`config.mk`:
```
export PLATFORM = sky130hd
export DESIGN_NAME = tbase_reader
export DESIGN_NICKNAME = d
export VERILOG_FILES = /design/src/rtl/tbase_pkg.sv /design/src/rtl/tbase_decode.sv /design/src/rtl/tbase_wrctl.sv /design/src/rtl/tbase_counter.sv /design/src/rtl/tbase_reader.sv
export SDC_FILE = /design/constraint.sdc
export NUM_CORES = 1
export LEC_CHECK = 0
export BUFFER_PORTS_ARGS = -buffer_cell sky130_fd_sc_hd__buf_2
export CORE_UTILIZATION = 60
export DETAILED_ROUTE_END_ITERATION = 16
export PLACE_DENSITY = 0.86
export SKIP_LAST_GASP = 1
export SLEW_MARGIN = 10
export SYNTH_ARGS = -nofsm -noshare
export SYNTH_HDL_FRONTEND = slang
export SYNTH_SLANG_ARGS = --single-unit
```
`constraint.sdc`:
```
create_clock -name clk -period 6.66 [get_ports clk]
set_clock_uncertainty 0.15 [all_clocks]
set_input_delay 0.999 -clock clk [delete_from_list [all_inputs] [get_ports clk]]
set_output_delay 0.999 -clock clk [all_outputs]
set_load 0.05 [all_outputs]
```
`src/rtl/tbase_pkg.sv`:
```
package tbase_pkg;

    // Instruction field constants (word bit 31 is the leftmost instruction bit)
    localparam int unsigned INSN_W      = 32;
    localparam int unsigned PRIM_OP     = 31;
    localparam int unsigned EXT_OP      = 371;
    localparam int unsigned SEL_W       = 10;
    localparam int unsigned IDX_W       = 5;
    localparam int unsigned SEL_LOW_NUM = 268;
    localparam int unsigned SEL_UP_NUM  = 269;

    typedef enum logic [1:0] {
        SELK_NONE = 2'd0,
        SELK_LOW  = 2'd1,
        SELK_UP   = 2'd2,
        SELK_ZERO = 2'd3
    } sel_kind_t;

    typedef enum logic {
        WRC_IDLE  = 1'b0,
        WRC_FAULT = 1'b1
    } wrc_state_t;

    // Restore the selector order: second 5-bit group becomes the upper part
    function automatic logic [SEL_W-1:0] unswap_sel(input logic [SEL_W-1:0] raw);
        return {raw[SEL_W/2-1:0], raw[SEL_W-1:SEL_W/2]};
    endfunction

endpackage

```
`src/rtl/tbase_decode.sv`:
```
module tbase_decode
    import tbase_pkg::*;
(
    input  logic [INSN_W-1:1] insn_i,
    input  logic              retire_i,
    output logic              hit_o,
    output logic [IDX_W-1:0]  idx_o,
    output sel_kind_t         kind_o
);
    localparam int unsigned PO_W = 6;
    localparam int unsigned XO_W = 10;

    logic [PO_W-1:0]  prim;
    logic [XO_W-1:0]  ext;
    logic [SEL_W-1:0] sel_raw;
    logic [SEL_W-1:0] sel_num;
    logic             match;

    always_comb begin
        prim    = insn_i[31:26];
        ext     = insn_i[10:1];
        sel_raw = insn_i[20:11];
        sel_num = unswap_sel(sel_raw);
        match   = (prim == PO_W'(PRIM_OP)) && (ext == XO_W'(EXT_OP));
        hit_o   = retire_i && match;
        idx_o   = hit_o ? insn_i[25:21] : '0;
    end

    always_comb begin
        if (!hit_o)
            kind_o = SELK_NONE;
        else if (sel_num == SEL_W'(SEL_LOW_NUM))
            kind_o = SELK_LOW;
        else if (sel_num == SEL_W'(SEL_UP_NUM))
            kind_o = SELK_UP;
        else
            kind_o = SELK_ZERO;
    end
endmodule

```
`src/rtl/tbase_wrctl.sv`:
```
module tbase_wrctl
    import tbase_pkg::*;
#(
    parameter int unsigned NHALF = 2
) (
    input  logic             clk,
    input  logic             rst,
    input  logic             wr_en_i,
    input  logic             wr_hi_i,
    input  logic             priv_i,
    output logic [NHALF-1:0] load_o,
    output logic             fault_o
);
    wrc_state_t state_q, state_d;
    logic       reject;

    assign reject = wr_en_i && !priv_i;

    // next-state logic
    always_comb begin
        state_d = state_q;
        unique case (state_q)
            WRC_IDLE:  state_d = reject ? WRC_FAULT : WRC_IDLE;   // reject
            WRC_FAULT: state_d = reject ? WRC_FAULT : WRC_IDLE;   // repeat / clear
            default:   state_d = WRC_IDLE;
        endcase
    end

    // state register
    always_ff @(posedge clk) begin
        if (rst) state_q <= WRC_IDLE;
        else     state_q <= state_d;
    end

    // outputs
    always_comb begin
        fault_o = 1'b0;
        unique case (state_q)
            WRC_IDLE:  fault_o = 1'b0;
            WRC_FAULT: fault_o = 1'b1;
            default:   fault_o = 1'b0;
        endcase
        for (int h = 0; h < NHALF; h++)
            load_o[h] = wr_en_i && priv_i && (int'(wr_hi_i) == h);
    end
endmodule

```
`src/rtl/tbase_counter.sv`:
```
module tbase_counter #(
    parameter int unsigned TB_W  = 64,
    parameter int unsigned NHALF = 2
) (
    input  logic                   clk,
    input  logic                   rst,
    input  logic                   inc_i,
    input  logic [NHALF-1:0]       load_i,
    input  logic [TB_W/NHALF-1:0]  data_i,
    output logic [TB_W-1:0]        tb_o
);
    localparam int unsigned HALF_W = TB_W / NHALF;

    logic [TB_W-1:0] tb_q;

    always_ff @(posedge clk) begin
        if (rst) begin
            tb_q <= '0;
        end else if (|load_i) begin
            for (int h = 0; h < NHALF; h++)
                if (load_i[h]) tb_q[h*HALF_W +: HALF_W] <= data_i;
        end else if (inc_i) begin
            tb_q <= tb_q + TB_W'(1);
        end
    end

    assign tb_o = tb_q;
endmodule

```
`src/rtl/tbase_reader.sv`:
```
module tbase_reader
    import tbase_pkg::*;
#(
    parameter int unsigned TB_W = 64
) (
    input  logic                 clk,
    input  logic                 rst,
    input  logic [31:0]          insn_i,
    input  logic                 retire_i,
    input  logic                 wr_en_i,
    input  logic                 wr_hi_i,
    input  logic [TB_W/2-1:0]    wr_data_i,
    input  logic                 priv_i,
    output logic [TB_W/2-1:0]    rd_data_o,
    output logic [IDX_W-1:0]     rd_idx_o,
    output logic                 rd_valid_o,
    output logic                 wr_fault_o
);
    localparam int unsigned NHALF  = 2;
    localparam int unsigned HALF_W = TB_W / NHALF;

    logic             hit;
    logic [IDX_W-1:0] idx;
    sel_kind_t        kind;
    logic [NHALF-1:0] load;
    logic [TB_W-1:0]  tb_val;
    logic             unused_resv;

    assign unused_resv = insn_i[0];

    tbase_decode u_dec (
        .insn_i   (insn_i[31:1]),
        .retire_i (retire_i),
        .hit_o    (hit),
        .idx_o    (idx),
        .kind_o   (kind)
    );

    tbase_wrctl #(.NHALF(NHALF)) u_wrc (
        .clk     (clk),
        .rst     (rst),
        .wr_en_i (wr_en_i),
        .wr_hi_i (wr_hi_i),
        .priv_i  (priv_i),
        .load_o  (load),
        .fault_o (wr_fault_o)
    );

    tbase_counter #(.TB_W(TB_W), .NHALF(NHALF)) u_cnt (
        .clk    (clk),
        .rst    (rst),
        .inc_i  (retire_i),
        .load_i (load),
        .data_i (wr_data_i),
        .tb_o   (tb_val)
    );

    always_comb begin
        rd_valid_o = hit;
        rd_idx_o   = idx;
        unique case (kind)
            SELK_LOW:  rd_data_o = tb_val[HALF_W-1:0];
            SELK_UP:   rd_data_o = tb_val[TB_W-1:HALF_W];
            SELK_ZERO: rd_data_o = '0;
            SELK_NONE: rd_data_o = '0;
            default:   rd_data_o = '0;
        endcase
    end
endmodule

```
# Yosys cells after proc, flatten, opt, wreduce, memory -nomap -nowiden

Index checks and enable logic that the tools add are counted.

Add/subtract/negate cells: 1
Mux-type cells: 11
Reduce and logical (&&, ||, !) cells: 13
Bitwise operators: 2
Equality and inequality tests: 9

Operators by type and width:

| operator                | number |
|---|---|
| $mux W64                | 2 |
| $pmux W32 S3            | 1 |
| $add A64 B1 Y64 const B | 1 |
| $mux W32                | 2 |
| $eq A10 B9 Y1 const B   | 3 |
| $eq A6 B5 Y1 const B    | 1 |
| $logic_and A1 B1 Y1     | 6 |
| $mux W5                 | 1 |
| $eq A2 B2 Y1 const B    | 2 |
| $mux W2                 | 2 |
| $ne A2 B2 Y1 const B    | 2 |
| $reduce_and A2 Y1       | 2 |
| $reduce_or A2 Y1        | 2 |
| $eq A2 B1 Y1 const B    | 1 |
| $logic_not A2 Y1        | 1 |
| $mux W1                 | 2 |
| $not A1 Y1              | 2 |
| $pmux W1 S2             | 1 |
| $reduce_bool A2 Y1      | 1 |
| $logic_not A1 Y1        | 1 |

Register bits after elaboration: 65
Output and inout port bits: 39
Logic and storage cells: 39

# Logic depth before layout (Yosys ltp)

Gate-level depths: netlist of the first run.

Word-level depth: 7
Gate-level depth with buffers: 9

# Cells and area by module

From an unflattened synthesis of the first run, not the netlist that was laid out.

Cell total of the unflattened synthesis: 615
Area, all modules: 4760.8 um^2

By module, submodules not included:

| module        | cells an instance | times used | area each (um^2) |
|---|---|---|---|
| tbase_counter | 545               | 1          | 4192.8 |
| tbase_reader  | 42                | 1          | 365.4 |
| tbase_decode  | 24                | 1          | 155.1 |
| tbase_wrctl   | 4                 | 1          | 47.5 |

# Least setup slack after synthesis of the first run

Ideal clock, no wire load.

Path kind: input -> output
Start point: in retire_i
End point: out rd_data_o[0]
Stages: 9
Slack: 2.413 ns
Path buffers: 4
Arrival: 3.098 ns
Data required time: 5.511 ns
Cells stage by stage: clkbuf_1 nand4b_1 nor4_1 and4b_1 buf_2 and3_1 clkbuf_1 clkbuf_1 a22o_1

Longest elaborated chain between the ends: 5

Ends and longest elaborated chain:

| what                                             | RTL line           | text |
|---|---|---|
| start: declaration                               | tbase_reader.sv:9  | `input logic retire_i,` |
| $logic_and A1 B1 Y1 *                            | tbase_decode.sv:25 | `hit_o = retire_i && match;` |
| via rd_valid_o                                   | tbase_reader.sv:16 | `output logic rd_valid_o,` |
| $mux W2 *                                        | tbase_decode.sv:30 | `if (!hit_o)` |
| $eq A2 B2 Y1 or $logic_not A2 Y1 (tied branches) | tbase_reader.sv:61 | `unique case (kind)` |
| $reduce_or A2 Y1 (no source line)                | -                  |  |
| $pmux W32 S3 *                                   | tbase_reader.sv:61 |  |
| end: declaration                                 | tbase_reader.sv:14 | `output logic [TB_W/2-1:0] rd_data_o,` |

The timed path passes the listed nets; every way through them passes the cells marked *.

# Worst setup path after layout of the first run

Start point: in retire_i
End point: out rd_data_o[5]

Longest elaborated chain between the ends: 5

Ends and longest elaborated chain:

| what                                             | RTL line |
|---|---|
| $logic_and A1 B1 Y1 *                            | tbase_decode.sv:25 |
| $mux W2 *                                        | tbase_decode.sv:30 |
| $eq A2 B2 Y1 or $logic_not A2 Y1 (tied branches) | tbase_reader.sv:61 |
| $reduce_or A2 Y1 (no source line)                | - |
| $pmux W32 S3 *                                   | tbase_reader.sv:61 |

Every way passes the cells marked *; elsewhere a longest branch is shown, timed or not.

==> results of run 1 <==
sequential cells by signal (all words and copies together) (netlist names):
name           flops
u_cnt.tb_o        64
u_wrc.state_q      1
per-layer routing:
| metal | wire (µm) | vias up |
|---|---|---|
| li1 | - | 2842 |
| met1 | 7790 | 2924 |
| met2 | 8860 | 558 |
| met3 | 2610 | 92 |
| met4 | 980 | 0 |
| met5 | 0 | - |
report_power, final:
group | internal, mW | switching [mW] | leakage [nW] | total, mW
logic | 0.0597 | 0.0921 | 1.56 | 0.152
registers | 0.411 | 0.0435 | 0.531 | 0.454
clock network | 0.191 | 0.166 | 0.102 | 0.357
total | 0.661 | 0.302 | 2.19 | 0.963
cells in the mapped netlist (all sizes together) (3+ instances only):
master / instances / area (µm²)
nor4b: 7 / 88.8
inv: 4 / 15.0
and4: 10 / 87.6
nor3: 31 / 165
and3: 18 / 113
a211oi: 14 / 105
a31oi: 17 / 106
or4: 10 / 82.6
nand4: 31 / 230
nor4: 26 / 229
nand3: 40 / 220
a21o: 3 / 22.5
a311oi: 3 / 26.3
nand2: 75 / 284
o211a: 3 / 30.0
xnor2: 3 / 26.3
o31ai: 7 / 52.6
mux2: 7 / 78.8
nand4b: 4 / 35.0
buf: 11 / 56.3
clkbuf: 55 / 206
o22ai: 5 / 31.3
o311a: 4 / 40.0
dfxtp: 65 / 1300
o21ai: 29 / 145
a22o: 37 / 324
and2: 14 / 87.6
o2bb2ai: 3 / 26.3
nor2: 54 / 203
a22oi: 11 / 82.6
or3: 13 / 81.3
nand3b: 4 / 30.0
o31a: 4 / 35.0
mux2i: 6 / 60.1
a21oi: 32 / 160
worst register-to-register path: stages (launching register included):
cell	delay [ns]
sky130_fd_sc_hd__dfxtp_1	0.53
sky130_fd_sc_hd__nand4_1	0.44
sky130_fd_sc_hd__or3_1	0.73
sky130_fd_sc_hd__nor4_1	0.72
sky130_fd_sc_hd__a211oi_1	0.17
sky130_fd_sc_hd__nor4_1	0.29
cell type report:
cell class	instances	area share, %
repair buffers	118	10.5
flip-flops and latches	65	22.1
clock inverters	3	0.681
well taps	105	2.23
inverters	5	0.319
multi-input cells	561	61.5
clock buffers	12	2.64
cell families (layout without fill, tap and decap cells):
family,after synthesis,in the layout,synth area share [%]
and+or+nand+nor,346,346,38.8
muxes,13,13,2.67
xor gates and xnor gates,3,3,0.506
adders and majority gates,1,1,0.241
DFF,65,65,25.1
buffers and inverters,71,138,5.42
AOI/OAI and AO/OA,198,198,27.3
layout by cell type, fill, tap and decap left out, types with 5 or more instances in the layout:
cell,n
sky130_fd_sc_hd__or4_1,8
sky130_fd_sc_hd__a22oi_1,11
sky130_fd_sc_hd__nand2_1,74
sky130_fd_sc_hd__nor2_1,53
sky130_fd_sc_hd__buf_2,107
sky130_fd_sc_hd__dfxtp_1,65
sky130_fd_sc_hd__a22o_1,37
sky130_fd_sc_hd__buf_4,11
sky130_fd_sc_hd__o22ai_1,5
sky130_fd_sc_hd__nor4_1,21
sky130_fd_sc_hd__nand3_1,36
sky130_fd_sc_hd__o31ai_1,7
sky130_fd_sc_hd__and3_1,18
sky130_fd_sc_hd__a21oi_1,32
sky130_fd_sc_hd__nand4_1,28
sky130_fd_sc_hd__a211oi_1,14
sky130_fd_sc_hd__and4_1,10
sky130_fd_sc_hd__o21ai_0,28
sky130_fd_sc_hd__or3_1,13
sky130_fd_sc_hd__mux2i_1,6
sky130_fd_sc_hd__nor3_1,29
sky130_fd_sc_hd__clkbuf_8,11
sky130_fd_sc_hd__a31oi_1,17
sky130_fd_sc_hd__and2_1,13
sky130_fd_sc_hd__mux2_2,6
path summary, 6_finish.rpt:
check	startpoint	end	slack [ns]	cells past startpoint
min reg2reg	u_cnt.tb_o[4]	u_cnt.tb_o[4]	0.42	2
max	retire_i	rd_data_o[5]	2.32	8
min	u_cnt.tb_o[4]	u_cnt.tb_o[4]	0.42	2
max reg2reg	u_cnt.tb_o[19]	u_cnt.tb_o[60]	3.54	5
per-stage QoR:
| step | cells | instance area, µm² |
|---|---|---|
| 2_1_floorplan | 697 | 5190 |
| 3_3_place_gp | 854 | 5680 |
| 5_1_grt | 869 | 5880 |
| 4_1_cts | 869 | 5880 |
| 3_5_place_dp | 854 | 5680 |
| 6_report | 869 | 5880 |
==> run summary, run 1 <==
FINAL LAYOUT
-------------------------------------------------------------------------------------------
Layout filler cell count                                                                707
Final layout net count                                                                  831
Utilization of the core after routing                                                 70.8%
Layout cells sized above 1                                                            21.6%
Syn-to-layout area delta                                                              13.2%
Area taken by multi-input logic gates                                           0.00361 mm²
Sequential cell area                                                            0.00130 mm²
Antenna diode instance count                                                              0

GRT
-------------------------------------------------------------------------------------------
Antenna violations before repair                                                          0
Busiest grt layer                                                                      met2
Global-route track usage on met1                                                      59.9%
Total congestion overflow                                                                 0
Vias in the first global route                                                         5730
Met2 routing resource usage after global routing                                      68.5%
Met3 track utilization from global routing                                            11.0%
First-pass GRT wire length                                                          30.9 mm
Overall global routing resource usage                                                 45.6%
Pin count of the biggest net entering global routing                                     60

STA
-------------------------------------------------------------------------------------------
Final setup violation count                                                               0
Fmax                                                                                230 MHz
Relative slew slack                                                                   23.5%
Unrepaired setup endpoints after global routing                                          no
Min Tclk post-route                                                                 4.34 ns
Least-Margin Pin Slew                                                               1.14 ns
Final total negative setup slack                                                       0 ns
Number of hold violations in the final report                                             0
Worst hold slack                                                                   0.415 ns
Slew Viols, Final                                                                         0
Final setup margin                                                                  2.32 ns
Final critical-path share of the clock period                                         65.2%

FLOORPLAN
-------------------------------------------------------------------------------------------
Die Footprint                                                                   0.00903 mm²
Row count                                                                                33
Die Y-Extent                                                                        95.0 µm
Core footprint                                                                  0.00830 mm²
Floorplan die width                                                                 95.0 µm
Total I/O pin count                                                                     109
Effective utilization at floorplan                                                    62.6%

LOGIC SYNTHESIS
-------------------------------------------------------------------------------------------
Post-synthesis area per instance                                                   7.45 µm²
Sequential fraction of the synthesis area                                             25.1%
Post-synthesis register bit count                                                        65
Async S/R FF share, synth                                                                0%
Number of synthesized flops with an enable pin                                            0
Gate count after technology mapping                                                     697
Synthesized cell area                                                           0.00519 mm²
Most used flip-flop cell after synthesis                                       sky130_fd_sc_hd__dfxtp_1
Post-synth net total                                                                    768
Number of distinct standard cells referenced by the synthesized netlist                  76
Yosys Warn Count                                                                          0

CTS
-------------------------------------------------------------------------------------------
Clock tree from TritonCTS                                                              done
Maximum clock path buffer count                                                           2
Total clock buffers created by CTS                                                        9
Number of buffers inserted for hold repair after clock tree synthesis                     0
Sinks on Clock Net                                                                       65
Post-CTS setup buffer count                                                               0
Insertion delay of the later-clocked pin in the worst-skew pair                     0.35 ns
Library cell used as clock root buffer                                         sky130_fd_sc_hd__clkbuf_8
Deepest level of the CTS H-tree                                                           3
Post-cts repair resize count                                                              0
Clock-pin slew on the worst setup and hold paths                                    0.08 ns

WORST SETUP PATH
-------------------------------------------------------------------------------------------
Library cell appearing most often on the critical path                         sky130_fd_sc_hd__buf_2
Series of cell instances along the critical path                               buf_2, nand4b_1, nor4_1, and4b_1, and3_1, buf_4, a22o_1, buf_2
Element type at the critical path start                                          input port
Crit. End Element                                                              primary output
Worst EP required                                                                   5.51 ns
Crit path kind                                                                 input port to primary output
CP Max Fanout                                                                            32
Family with the most delay on the worst path                                   buffers and inverters
Signal arrival time at the worst endpoint                                           3.19 ns
Highest-delay cell along the critical path                                     sky130_fd_sc_hd__buf_4
Biggest cell delay along the critical path                                          0.37 ns
Total buffers and inverters traversed by the critical path                                3

JOB
-------------------------------------------------------------------------------------------
Max-cap violations                                                                        0

POWER
-------------------------------------------------------------------------------------------
Worst VDD drop                                                                       127 µV
Static Leakage                                                                      2.19 nW
Power density normalized to cell area                                            164 mW/mm²
Overall power consumption                                                          0.963 mW

PLACED DESIGN
-------------------------------------------------------------------------------------------
I/O Buffers                                                                             107
RD Place Congestion                                                                    1.00
Setup WS pre-CTS                                                                    2.38 ns
DP HPWL                                                                             13.5 mm

DRT
-------------------------------------------------------------------------------------------
Wirelength, routed                                                                  20.2 mm
Vias per inst                                                                          7.38
First-pass iteration count of the detailed router                                         7
Antenna Violating Nets Remaining                                                          0
Number of design-rule violations left by the first detailed-router iteration            784
DR vias                                                                                6416
Wire length per cell after detailed routing                                         23.3 µm
Drc violations                                                                            0

OUTCOME
-------------------------------------------------------------------------------------------
Run status                                                                        completed

HOLD PATH
-------------------------------------------------------------------------------------------
Tightest Hold Check Type                                                       register to register

No activity file was read; power rests on OpenSTA's default activity.
==> run 2: changes to the inputs <==
ABC_AREA = 1   (was not set)
CORE_UTILIZATION = 51   (was 60)
PLACE_DENSITY = 0.78   (was 0.86)
clock period = 3.87 ns   (was 6.66 ns; I/O delays follow)
==> run 2 against run 1 <==
Worst hold slack worse by 0.17 ns. Design area is 6.2% higher. Critical path depth decreased by 1. Count of clock-buffer cells in the layout is 2 lower. Wire length is 2.3% lower. Non-clock buffer count fell by 2.
==> run summary, run 2 <==
LOGIC SYNTHESIS
-------------------------------------------------------------------------------------------
Post-synthesis area per instance                                                   5.67 µm²
Commonest cells in the synthesized netlist                                     sky130_fd_sc_hd__nand2_1, sky130_fd_sc_hd__nor2_1, sky130_fd_sc_hd__nand3_1
Post-synth net total                                                                   1032
Cell types with the largest area share after synthesis                         sky130_fd_sc_hd__dfxtp_1, sky130_fd_sc_hd__nand2_1, sky130_fd_sc_hd__nand3_1, sky130_fd_sc_hd__a21oi_1, sky130_fd_sc_hd__nor2_1
Cell taking the most area after synthesis                                      sky130_fd_sc_hd__dfxtp_1
Async S/R FF share, synth                                                                0%
Number of distinct standard cells referenced by the synthesized netlist                  33
Number of synthesized flops with an enable pin                                            0
Yosys Warn Count                                                                          0
Gate count after technology mapping                                                     961
Count leader, synth                                                            sky130_fd_sc_hd__nand2_1
Synthesized cell area                                                           0.00545 mm²
Most used flip-flop cell after synthesis                                       sky130_fd_sc_hd__dfxtp_1
Top cell type's share of synthesized area                                             23.9%
Post-synthesis register bit count                                                        65
Sequential fraction of the synthesis area                                             23.9%

PLACED DESIGN
-------------------------------------------------------------------------------------------
RD Place Congestion                                                                    1.04
I/O Buffers                                                                             107
DP HPWL                                                                             14.6 mm

POWER
-------------------------------------------------------------------------------------------
Static Leakage                                                                      2.65 nW
Worst VDD drop                                                                       189 µV
Power density normalized to cell area                                            280 mW/mm²

WORST SETUP PATH
-------------------------------------------------------------------------------------------
Crit path kind                                                                 input port to primary output
Total buffers and inverters traversed by the critical path                                2
Crit. End Element                                                              primary output
Worst EP required                                                                   3.14 ns
Family with the most delay on the worst path                                   simple AND/OR/NAND/NOR gates
CP Max Fanout                                                                            23
Highest-delay cell along the critical path                                     sky130_fd_sc_hd__nand2_2
Series of cell instances along the critical path                               buf_2, nor4_1, nand4_1, nor2_4, nand2_2, o21ai_0, buf_2
Start point of the critical path                                                 insn_i[11]
Element type at the critical path start                                          input port
Biggest cell delay along the critical path                                          0.34 ns
Critical register-to-register path startpoint                                  u_cnt.tb_o[1]
Signal arrival time at the worst endpoint                                           2.35 ns
Library cell appearing most often on the critical path                         sky130_fd_sc_hd__buf_2

CTS
-------------------------------------------------------------------------------------------
Deepest level of the CTS H-tree                                                           3
Sinks on Clock Net                                                                       65
Library cell used as clock root buffer                                         sky130_fd_sc_hd__clkbuf_8
Post-CTS setup buffer count                                                               0
Total clock buffers created by CTS                                                        9
Insertion delay of the later-clocked pin in the worst-skew pair                     0.35 ns
Clock tree from TritonCTS                                                              done
Post-cts repair resize count                                                              0
Number of buffers inserted for hold repair after clock tree synthesis                     0
Maximum clock path buffer count                                                           2
Clock-pin slew on the worst setup and hold paths                                    0.08 ns

DRT
-------------------------------------------------------------------------------------------
Number of design-rule violations left by the first detailed-router iteration            690
Wire length per cell after detailed routing                                         16.6 µm
Antenna Violating Nets Remaining                                                          0
Wirelength, routed                                                                  19.8 mm
Vias per inst                                                                          5.84
Drc violations                                                                            0
First-pass iteration count of the detailed router                                         6
DR vias                                                                                6933

FINAL LAYOUT
-------------------------------------------------------------------------------------------
Layout cells sized above 1                                                            16.3%
Layout filler cell count                                                               1077
Leading cell type in the layout, fill and taps excluded                        sky130_fd_sc_hd__nand2_1
Final layout net count                                                                 1118
Syn-to-layout area delta                                                              14.7%
Utilization of the core after routing                                                 60.5%
Max FFs per register                                                                     64
Antenna diode instance count                                                              0
Commonest cells after routing, fill and taps aside                             sky130_fd_sc_hd__nand2_1, sky130_fd_sc_hd__nor2_1, sky130_fd_sc_hd__nand3_1

GRT
-------------------------------------------------------------------------------------------
Total congestion overflow                                                                 0
Pin count of the biggest net entering global routing                                     65
First-pass GRT wire length                                                          31.2 mm
Vias in the first global route                                                         6131
Antenna violations before repair                                                          0
Overall global routing resource usage                                                 35.8%

STA
-------------------------------------------------------------------------------------------
Unrepaired setup endpoints after global routing                                          no
Final setup violation count                                                               0
Min Tclk post-route                                                                 3.08 ns
Number of hold violations in the final report                                             0
Relative slew slack                                                                   21.2%
Final critical-path share of the clock period                                         79.6%
Final total negative setup slack                                                       0 ns
Slew Viols, Final                                                                         0
Least-Margin Pin Slew                                                               1.18 ns
Fmax                                                                                324 MHz

FLOORPLAN
-------------------------------------------------------------------------------------------
Total I/O pin count                                                                     109
Core footprint                                                                   0.0103 mm²
Die Y-Extent                                                                         105 µm
Die Footprint                                                                    0.0111 mm²
Row count                                                                                37
Effective utilization at floorplan                                                    52.7%
Floorplan die width                                                                  105 µm

JOB
-------------------------------------------------------------------------------------------
Max-cap violations                                                                        0

HOLD PATH
-------------------------------------------------------------------------------------------
Tightest Hold Check Type                                                       input port to register
Hold_sp                                                                              priv_i

OUTCOME
-------------------------------------------------------------------------------------------
Run status                                                                        completed

run 2: area by class of cell:
cell class,instances,area [µm²],area share (%)
tap,136,170,2.72
clock inverter,6,66.3,1.06
timing repair buffer,116,616,9.86
multi-input combinational,769,3630,58.2
sequential,65,1300,20.8
clock buffer,10,138,2.20
inverter,86,323,5.17
run 2: final timing paths:
check	to	slack, ns	cells after the start
hold / removal	u_wrc.state_q	0.25	2
setup reg to reg	u_cnt.tb_o[46]	1.68	9
hold reg to reg	u_cnt.tb_o[17]	0.38	2
setup / recovery	rd_data_o[14]	0.79	7
run 2: stage by stage:
step / instances / hold WS [ns] / setup slack [ns] / total power, mW / instance area [µm²]
global route: 1188 / 0.249 / 0.669 / 1.83 / 6250
CTS: 1188 / 0.249 / 0.787 / 1.74 / 6250
detailed placement: 1172 / 0.357 / 0.785 / 1.13 / 6040
finish: 1188 / 0.250 / 0.788 / 1.75 / 6250
global placement: 1172 / 0.352 / 0.853 / 1.13 / 6040
floorplan: 961 / 0.312 / 0.576 / 1.01 / 5450
run 2: cells by family after synthesis:
logic type	after synthesis	share of synthesized area (%)
buffers and inverters	127	9.49
flip-flops	65	23.9
adder cells (fa/ha/maj)	1	0.230
XOR/XNOR	2	0.322
AO/OA/AOI/OAI	232	22.8
AND/OR/NAND/NOR	534	43.2
run 2: per-layer routing:
metal	track usage (%)	share of wire, %	up-vias
li1	-	-	3363
met1	47.4	41	3119
met2	58.0	45	410
met3	6.43	10	41
met4	13.2	3.0	0
met5	0	0	-
run 2: report_power, final:
part	switching, mW	internal [mW]
sequential	0.0934	0.727
clock	0.303	0.318
combinational	0.188	0.120
